[src/rtl/lu_pkg.sv]
package lu_pkg;

  // Decision taken by the controller in one cycle.
  typedef enum logic [1:0] {
    ACT_RUN    = 2'd0,
    ACT_HOLD   = 2'd1,
    ACT_SQUASH = 2'd2
  } lu_act_e;

  // Steering outputs derived from a decision.
  typedef struct packed {
    logic pc_we;
    logic fd_we;
    logic bubble;
    logic flush;
  } lu_steer_t;

  // A taken branch outranks a load-use hold.
  function automatic lu_act_e pick_act(input logic hit, input logic taken);
    if (taken)
      return ACT_SQUASH;
    else if (hit)
      return ACT_HOLD;
    else
      return ACT_RUN;
  endfunction

  function automatic lu_steer_t steer_of(input lu_act_e act);
    lu_steer_t s;
    case (act)
      ACT_HOLD:   s = '{pc_we: 1'b0, fd_we: 1'b0, bubble: 1'b1, flush: 1'b0};
      ACT_SQUASH: s = '{pc_we: 1'b1, fd_we: 1'b1, bubble: 1'b1, flush: 1'b1};
      default:    s = '{pc_we: 1'b1, fd_we: 1'b1, bubble: 1'b0, flush: 1'b0};
    endcase
    return s;
  endfunction

endpackage

[src/rtl/lu_hazard_detect.sv]
module lu_hazard_detect #(
  parameter int REG_AW = 5,
  parameter int NSRC   = 2
) (
  input  logic                     ex_mem_rd,
  input  logic [REG_AW-1:0]        ex_rt,
  input  logic [NSRC*REG_AW-1:0]   src_flat,
  output logic                     hit
);

  localparam int SRC_W = NSRC * REG_AW;

  // A destination of register zero is never a real producer.
  function automatic logic dest_live(input logic [REG_AW-1:0] r);
    return |r;
  endfunction

  logic [NSRC-1:0] src_hit;

  for (genvar g = 0; g < NSRC; g++) begin : g_src
    logic [REG_AW-1:0] src_r;
    assign src_r      = src_flat[g*REG_AW +: REG_AW];
    assign src_hit[g] = (src_r == ex_rt);
  end

  logic unused_w;
  assign unused_w = (SRC_W == 0);

  assign hit = ex_mem_rd && dest_live(ex_rt) && (|src_hit) && !unused_w;

endmodule

[src/rtl/lu_stall_arbiter.sv]
module lu_stall_arbiter
  import lu_pkg::*;
(
  input  logic    hit,
  input  logic    taken,
  output lu_act_e act,
  output logic    pc_we,
  output logic    fd_we,
  output logic    bubble,
  output logic    flush
);

  lu_steer_t steer;

  always_comb begin
    act   = pick_act(hit, taken);
    steer = steer_of(act);
  end

  assign pc_we  = steer.pc_we;
  assign fd_we  = steer.fd_we;
  assign bubble = steer.bubble;
  assign flush  = steer.flush;

endmodule

[src/rtl/lu_bubble_mux.sv]
module lu_bubble_mux #(
  parameter int                CTRL_W   = 8,
  parameter bit                ZERO_ALL = 1'b1,
  parameter logic [CTRL_W-1:0] WR_MASK  = 'b11
) (
  input  logic              bubble,
  input  logic [CTRL_W-1:0] ctrl_in,
  output logic [CTRL_W-1:0] ctrl_out
);

  // Bits that survive a bubble: none when zeroing everything,
  // otherwise everything except the write enables.
  localparam logic [CTRL_W-1:0] KEEP_MASK = ZERO_ALL ? '0 : ~WR_MASK;

  function automatic logic [CTRL_W-1:0] squash(input logic [CTRL_W-1:0] c);
    return c & KEEP_MASK;
  endfunction

  assign ctrl_out = bubble ? squash(ctrl_in) : ctrl_in;

endmodule

[src/rtl/lu_stall_ctrl.sv]
module lu_stall_ctrl
  import lu_pkg::*;
#(
  parameter int                REG_AW   = 5,
  parameter int                CTRL_W   = 8,
  parameter bit                ZERO_ALL = 1'b1,
  parameter logic [CTRL_W-1:0] WR_MASK  = 'b11
) (
  input  logic              ex_mem_rd,
  input  logic [REG_AW-1:0] ex_rt,
  input  logic [REG_AW-1:0] id_rs,
  input  logic [REG_AW-1:0] id_rt,
  input  logic              br_taken,
  input  logic [CTRL_W-1:0] dx_ctrl_in,
  output logic              pc_we,
  output logic              fd_we,
  output logic              dx_bubble,
  output logic              fd_flush,
  output logic [CTRL_W-1:0] dx_ctrl_out
);

  localparam int NSRC = 2;

  // Named internal events, visible to the bound checker.
  logic    load_use_hit;
  lu_act_e act;

  lu_hazard_detect #(
    .REG_AW (REG_AW),
    .NSRC   (NSRC)
  ) u_det (
    .ex_mem_rd (ex_mem_rd),
    .ex_rt     (ex_rt),
    .src_flat  ({id_rt, id_rs}),
    .hit       (load_use_hit)
  );

  lu_stall_arbiter u_arb (
    .hit    (load_use_hit),
    .taken  (br_taken),
    .act    (act),
    .pc_we  (pc_we),
    .fd_we  (fd_we),
    .bubble (dx_bubble),
    .flush  (fd_flush)
  );

  lu_bubble_mux #(
    .CTRL_W   (CTRL_W),
    .ZERO_ALL (ZERO_ALL),
    .WR_MASK  (WR_MASK)
  ) u_mux (
    .bubble   (dx_bubble),
    .ctrl_in  (dx_ctrl_in),
    .ctrl_out (dx_ctrl_out)
  );

endmodule

[config.mk]
export PLATFORM = sky130hd
export DESIGN_NAME = lu_stall_ctrl
export DESIGN_NICKNAME = d
export VERILOG_FILES = /design/src/rtl/lu_pkg.sv /design/src/rtl/lu_hazard_detect.sv /design/src/rtl/lu_stall_arbiter.sv /design/src/rtl/lu_bubble_mux.sv /design/src/rtl/lu_stall_ctrl.sv
export SDC_FILE = /design/constraint.sdc
export NUM_CORES = 1
export LEC_CHECK = 0
export ABC_AREA = 1
export BUFFER_PORTS_ARGS = -buffer_cell sky130_fd_sc_hd__buf_2
export CORE_AREA = 2 2 39 41
export DETAILED_ROUTE_END_ITERATION = 10
export DIE_AREA = 0 0 41 43
export PLACE_DENSITY = 0.61
export SLEW_MARGIN = 10
export SYNTH_ARGS = -nofsm -noshare
export SYNTH_HDL_FRONTEND = slang
export SYNTH_SLANG_ARGS = --single-unit
[constraint.sdc]
create_clock -name vclk -period 0.9
set_input_delay 0 -clock vclk [all_inputs]
set_output_delay 0 -clock vclk [all_outputs]
set_load 0.1 [all_outputs]
### After elaboration in Yosys (flattened, before gate mapping)

Cells that the tools add are included.

| storage, ports and cells | value |
|---|---|
| bits of input ports | 25 |
| bits in registers | 0 |
| output and inout port bits | 12 |

| operators by class | value |
|---|---|
| multiplexer cells | 4 |
| equal/unequal tests | 4 |
| reductions and logical operators | 4 |

Operators by type and width:

| kind | count |
|---|---|
| == test 5 bit | 2 |
| 2-to-1 mux 8 bit | 1 |
| one-hot mux 4 bit (2 select lines) | 1 |
| OR reduction 5 bit | 1 |
| == test 2 x 1 -> 1 bit (second input constant) | 1 |
| == test 2 bit (second input constant) | 1 |
| logical AND 1 bit | 2 |
| 2-to-1 mux 2 bit | 1 |
| OR reduction 2 bit | 1 |
| 2-to-1 mux 1 bit | 1 |

### Logic depth before layout (Yosys ltp)

| logic depth | value |
|---|---|
| depth after elaboration | 8 |
| mapped depth | 9 |

### Cells and area by module

Synthesis repeated with hierarchy kept, for this count alone.

| unflattened totals | value |
|---|---|
| cell total of the unflattened synthesis | 70 |
| area total of the unflattened synthesis | 304.0 um^2 |

Modules (own cells, without submodules):

| module | sequential area each (um^2) | area an instance (um^2) | cells each | instances |
|---|---|---|---|---|
| lu_hazard_detect | 0.0 | 195.2 | 45 | 1 |
| lu_bubble_mux | 0.0 | 71.3 | 17 | 1 |
| lu_stall_arbiter | 0.0 | 37.5 | 8 | 1 |

### Least setup slack after synthesis

OpenSTA, ideal clock, no wires.

| timing path | value |
|---|---|
| path kind | input port to output port |
| start | in ex_rt[3] |
| end | out dx_ctrl_out[0] |
| arrival time | 1.980 ns |
| path slack | -1.080 ns |
| path buffers | 0 |
| data required time | 0.900 ns |
| stages | 7 |
| cells stage by stage | inv_1 nand4_1 o21ai_0 inv_1 nand2_2 nand2_4 nor2_1 |

| between the ends | value |
|---|---|
| word-level cells in the longest chain between the ends | 8 |

Ends and longest elaborated chain:

| element | line | RTL |
|---|---|---|
| start, declared | lu_stall_ctrl.sv:10 | `input logic [REG_AW-1:0] ex_rt,` |
| == test 5 bit / OR reduction 5 bit (equally long branches) | lu_hazard_detect.sv:23, lu_hazard_detect.sv:15 |  |
| OR reduction 2 bit / logical AND 1 bit (equally long branches) | lu_hazard_detect.sv:29 | `assign hit = ex_mem_rd && dest_live(ex_rt) && (\|src_hit) && !unused_w;` |
| logical AND 1 bit * | lu_hazard_detect.sv:29 |  |
| 2-to-1 mux 1 bit * | lu_pkg.sv:22 | `else if (hit)` |
| 2-to-1 mux 2 bit * | lu_pkg.sv:20 | `if (taken)` |
| == test 2 bit / == test 2 x 1 -> 1 bit (equally long branches) | lu_pkg.sv:30 | `case (act)` |
| one-hot mux 4 bit (2 select lines) * | lu_pkg.sv:30 |  |
| net dx_bubble | lu_stall_ctrl.sv:17 | `output logic dx_bubble,` |
| 2-to-1 mux 8 bit * | lu_bubble_mux.sv:19 | `assign ctrl_out = bubble ? squash(ctrl_in) : ctrl_in;` |
| end, declared | lu_stall_ctrl.sv:19 | `output logic [CTRL_W-1:0] dx_ctrl_out` |

The timed path passes the listed nets; every way through them passes the cells marked *.

### Worst setup path in the final report

| timing path | value |
|---|---|
| start | in ex_rt[0] |
| end | out dx_ctrl_out[2] |

| between the ends | value |
|---|---|
| word-level cells in the longest chain between the ends | 8 |

Ends and longest elaborated chain:

| element | line |
|---|---|
| == test 5 bit / OR reduction 5 bit (equally long branches) | lu_hazard_detect.sv:23, lu_hazard_detect.sv:15 |
| OR reduction 2 bit / logical AND 1 bit (equally long branches) | lu_hazard_detect.sv:29 |
| logical AND 1 bit * | lu_hazard_detect.sv:29 |
| 2-to-1 mux 1 bit * | lu_pkg.sv:22 |
| 2-to-1 mux 2 bit * | lu_pkg.sv:20 |
| == test 2 bit / == test 2 x 1 -> 1 bit (equally long branches) | lu_pkg.sv:30 |
| one-hot mux 4 bit (2 select lines) * | lu_pkg.sv:30 |
| 2-to-1 mux 8 bit * | lu_bubble_mux.sv:19 |

Every way passes the cells marked *; elsewhere a longest branch is shown, timed or not.

==> run_results.csv <==
group,metric,value,unit
run_status,status,"finished with violations",
run_status,violations,"setup timing",
critical_path,cp_num_cells,11,
timing,setup_ws,-0.1201,ns
critical_path,crit_chain,"buf_12, clkinv_4, nand2_2, nand2_1, nor2_1, nand3_1, nand2_4, nand2_4, nand2_8, nor2_4, buf_12",
run,cap_violations,0,
min_path,min_path_cells,4,
detailed_routing,vias,530,
critical_path,path_delay_family,"simple AND/OR/NAND/NOR gates",
place,hpwlAfterDp,996.7,um
yosys,muxShareOfSynthArea,0,
critical_path,cp.required,0.90,ns
yosys,syn_area_per_cell,4.194,um^2
yosys,yosys.area_share.simple,0.5966,
place,io_buffers,37,
detailed_routing,drtPass1Iterations,1,
detailed_routing,wl,1160,um
detailed_routing,vias_per_cell,4.206,
grt,antenna_found_initial,0,
critical_path,cp_max_fo,5,
yosys,synthesis.nets,96,
timing,slew_headroom,0.6790,
yosys,synth_fa_ha_area_frac,0,
grt,gr-total-overflow,0,
yosys,synth-compound-area-share,0.01681,
timing,period_needed,1.020,ns
pwr,p_leak,0.5096,nW
final_layout,drive_gt1_frac,0.6818,
yosys,synthCells,71,
floorplanning,ios,37,
yosys,netlist_top_cells_area,"inv_1, nand2_1, nor2_1, xnor2_1, nand3_1",
timing,finalCritPeriodShare,1.133,
detailed_routing,final_antenna_net_count,0,
yosys,synth_top_family_by_area,"simple AND/OR/NAND/NOR gates",
floorplanning,dieArea,0.001763,mm^2
grt,track_usage,0.1419,
critical_path,worstSetupEndpointType,"output port",
floorplanning,placementRows,14,
detailed_routing,drcViolationCount,0,
timing,slew_viol_final,0,
yosys,synthDistinctLibCells,11,
yosys,synth-xor-area-share,0.05882,
grt,grt_max_degree,6,
clock_tree,ctsHoldBuffers,0,
final_layout,nFlopsAndLatches,0,
yosys,synth_area,297.8,um^2
final_layout,syn2layout_area_growth,216.8,%
timing,fin_setup_tns,-1.150,ns
final_layout,fin_area,943.4,um^2
critical_path,crit_slowest_cell,"buf_12",
timing,max_freq,980.3,MHz
critical_path,cp_slowest_stage_delay,0.18,ns
yosys,synth_top_area_frac,0.2899,
critical_path,crit_type,"primary input to output port",
critical_path,critPathLaunch,"ex_rt[0]",
final_layout,n_clock_buffer,0,
critical_path,critPathLaunchType,"primary input",
detailed_routing,drt-initial-drc-count,0,
place,gp_congestion,0.7068,
yosys,synthDominantAreaCellType,"inv_1",
final_layout,regArea,0,um^2
grt,grt_pass1_wl,1856,um
place,dpl-instance-area,795.8,um^2
detailed_routing,wl_per_cell,9.206,um
timing,setup_violations,11,
critical_path,path_buf_inv,3,
timing,worst_pin_slew,0.4848,ns
final_layout,diodes,0,
floorplanning,coreArea,0.001384,mm^2
timing,rsz0062_at_grt,"yes",
timing,hold_viol,0,
critical_path,cp.arrival,1.02,ns
final_layout,utilization,0.6817,
pwr,power_density,694.5,mW/mm^2
floorplanning,start_util,0.2152,
min_path,holdCritPathClass,"primary input to output port",
floorplanning,die_h,43,um
yosys,seq_area_frac_synth,0,
final_layout,nNetsFinal,137,
pwr,ir_drop,387.8,uV
grt,grt_pass1_vias,486,
critical_path,cp-endpoint,"dx_ctrl_out[2]",
floorplanning,die_x,41,um
yosys,yosysWarnings,0,
## stage by stage
step	hold WS [ns]	power (mW)	instances	worst slack (ns)
6_report	0.3756	0.6552	126	-0.1201
4_1_cts	0.3808	0.6217	126	-0.1220
2_1_floorplan	0.1950	0.3653	71	-0.3020
3_5_place_dp	0.3751	0.5840	124	-0.1874
5_1_grt	0.3915	0.6893	126	-0.2033
3_3_place_gp	0.3684	0.5747	124	-0.1708
## layout make-up
cell class	instances	area, um^2
timing repair buffer	40	464.2
multi-input combinational	47	350.3
fill	121	440.4
inverter	23	108.9
tap	16	20.02
## metal layers
metal  vias up  global-route usage  routed length [um]
met4         0                   0                   0
met2        13              0.2750                 727
met5         -                   0                   0
met3         0                   0                  40
met1       238              0.1709                 392
li1        279                   -                   -
## synth_stat cells, drive strengths merged
cell,n
buf,1
clkbuf,1
inv,23
nand2,25
nand3,3
nand4,1
nor2,14
o21ai,1
xnor2,2
## how the worst min path moves through the flow
stage / from / endpoint / slack (ns)
2_1_floorplan: dx_ctrl_in[0] / dx_ctrl_out[0] / 0.20
5_1_grt: dx_ctrl_in[4] / dx_ctrl_out[4] / 0.39
3_3_place_gp: dx_ctrl_in[0] / dx_ctrl_out[0] / 0.37
3_5_place_dp: dx_ctrl_in[1] / dx_ctrl_out[1] / 0.38
4_1_cts: dx_ctrl_in[5] / dx_ctrl_out[5] / 0.38
6_report: dx_ctrl_in[1] / dx_ctrl_out[1] / 0.38
## where the power goes
group	total, mW	internal, mW	switching, mW
Sequential	0	0	0
Clock	0	0	0
Combinational	0.655	0.262	0.393
## cells in the final DEF (no fill, tap or decap), types with 2 or more instances in the layout
cell type,count
buf_2,16
inv_1,14
nand2_1,13
buf_12,13
nor2_4,9
nand2_2,8
buf_6,7
inv_2,5
nand2_4,4
nor2_1,3
inv_8,2
nor2_2,2
xnor2_1,2
buf_8,2
buf_4,2
## cell families after synthesis
family,Yosys count
AND/OR/NAND/NOR,43
buffers and inverters,25
XOR/XNOR,2
AO/OA/AOI/OAI,1
## what timing repair did
item | 4_1_cts | 5_1_grt
endpoints found under the setup margin | 11 | 11
buffers inserted | 1 | 0
pin swaps | 10 | 6
gates cloned | 1 | 0
hold endpoints to repair | 0 | 0
gates resized for setup | 18 | 22
Power figures use the tool's default switching activity.
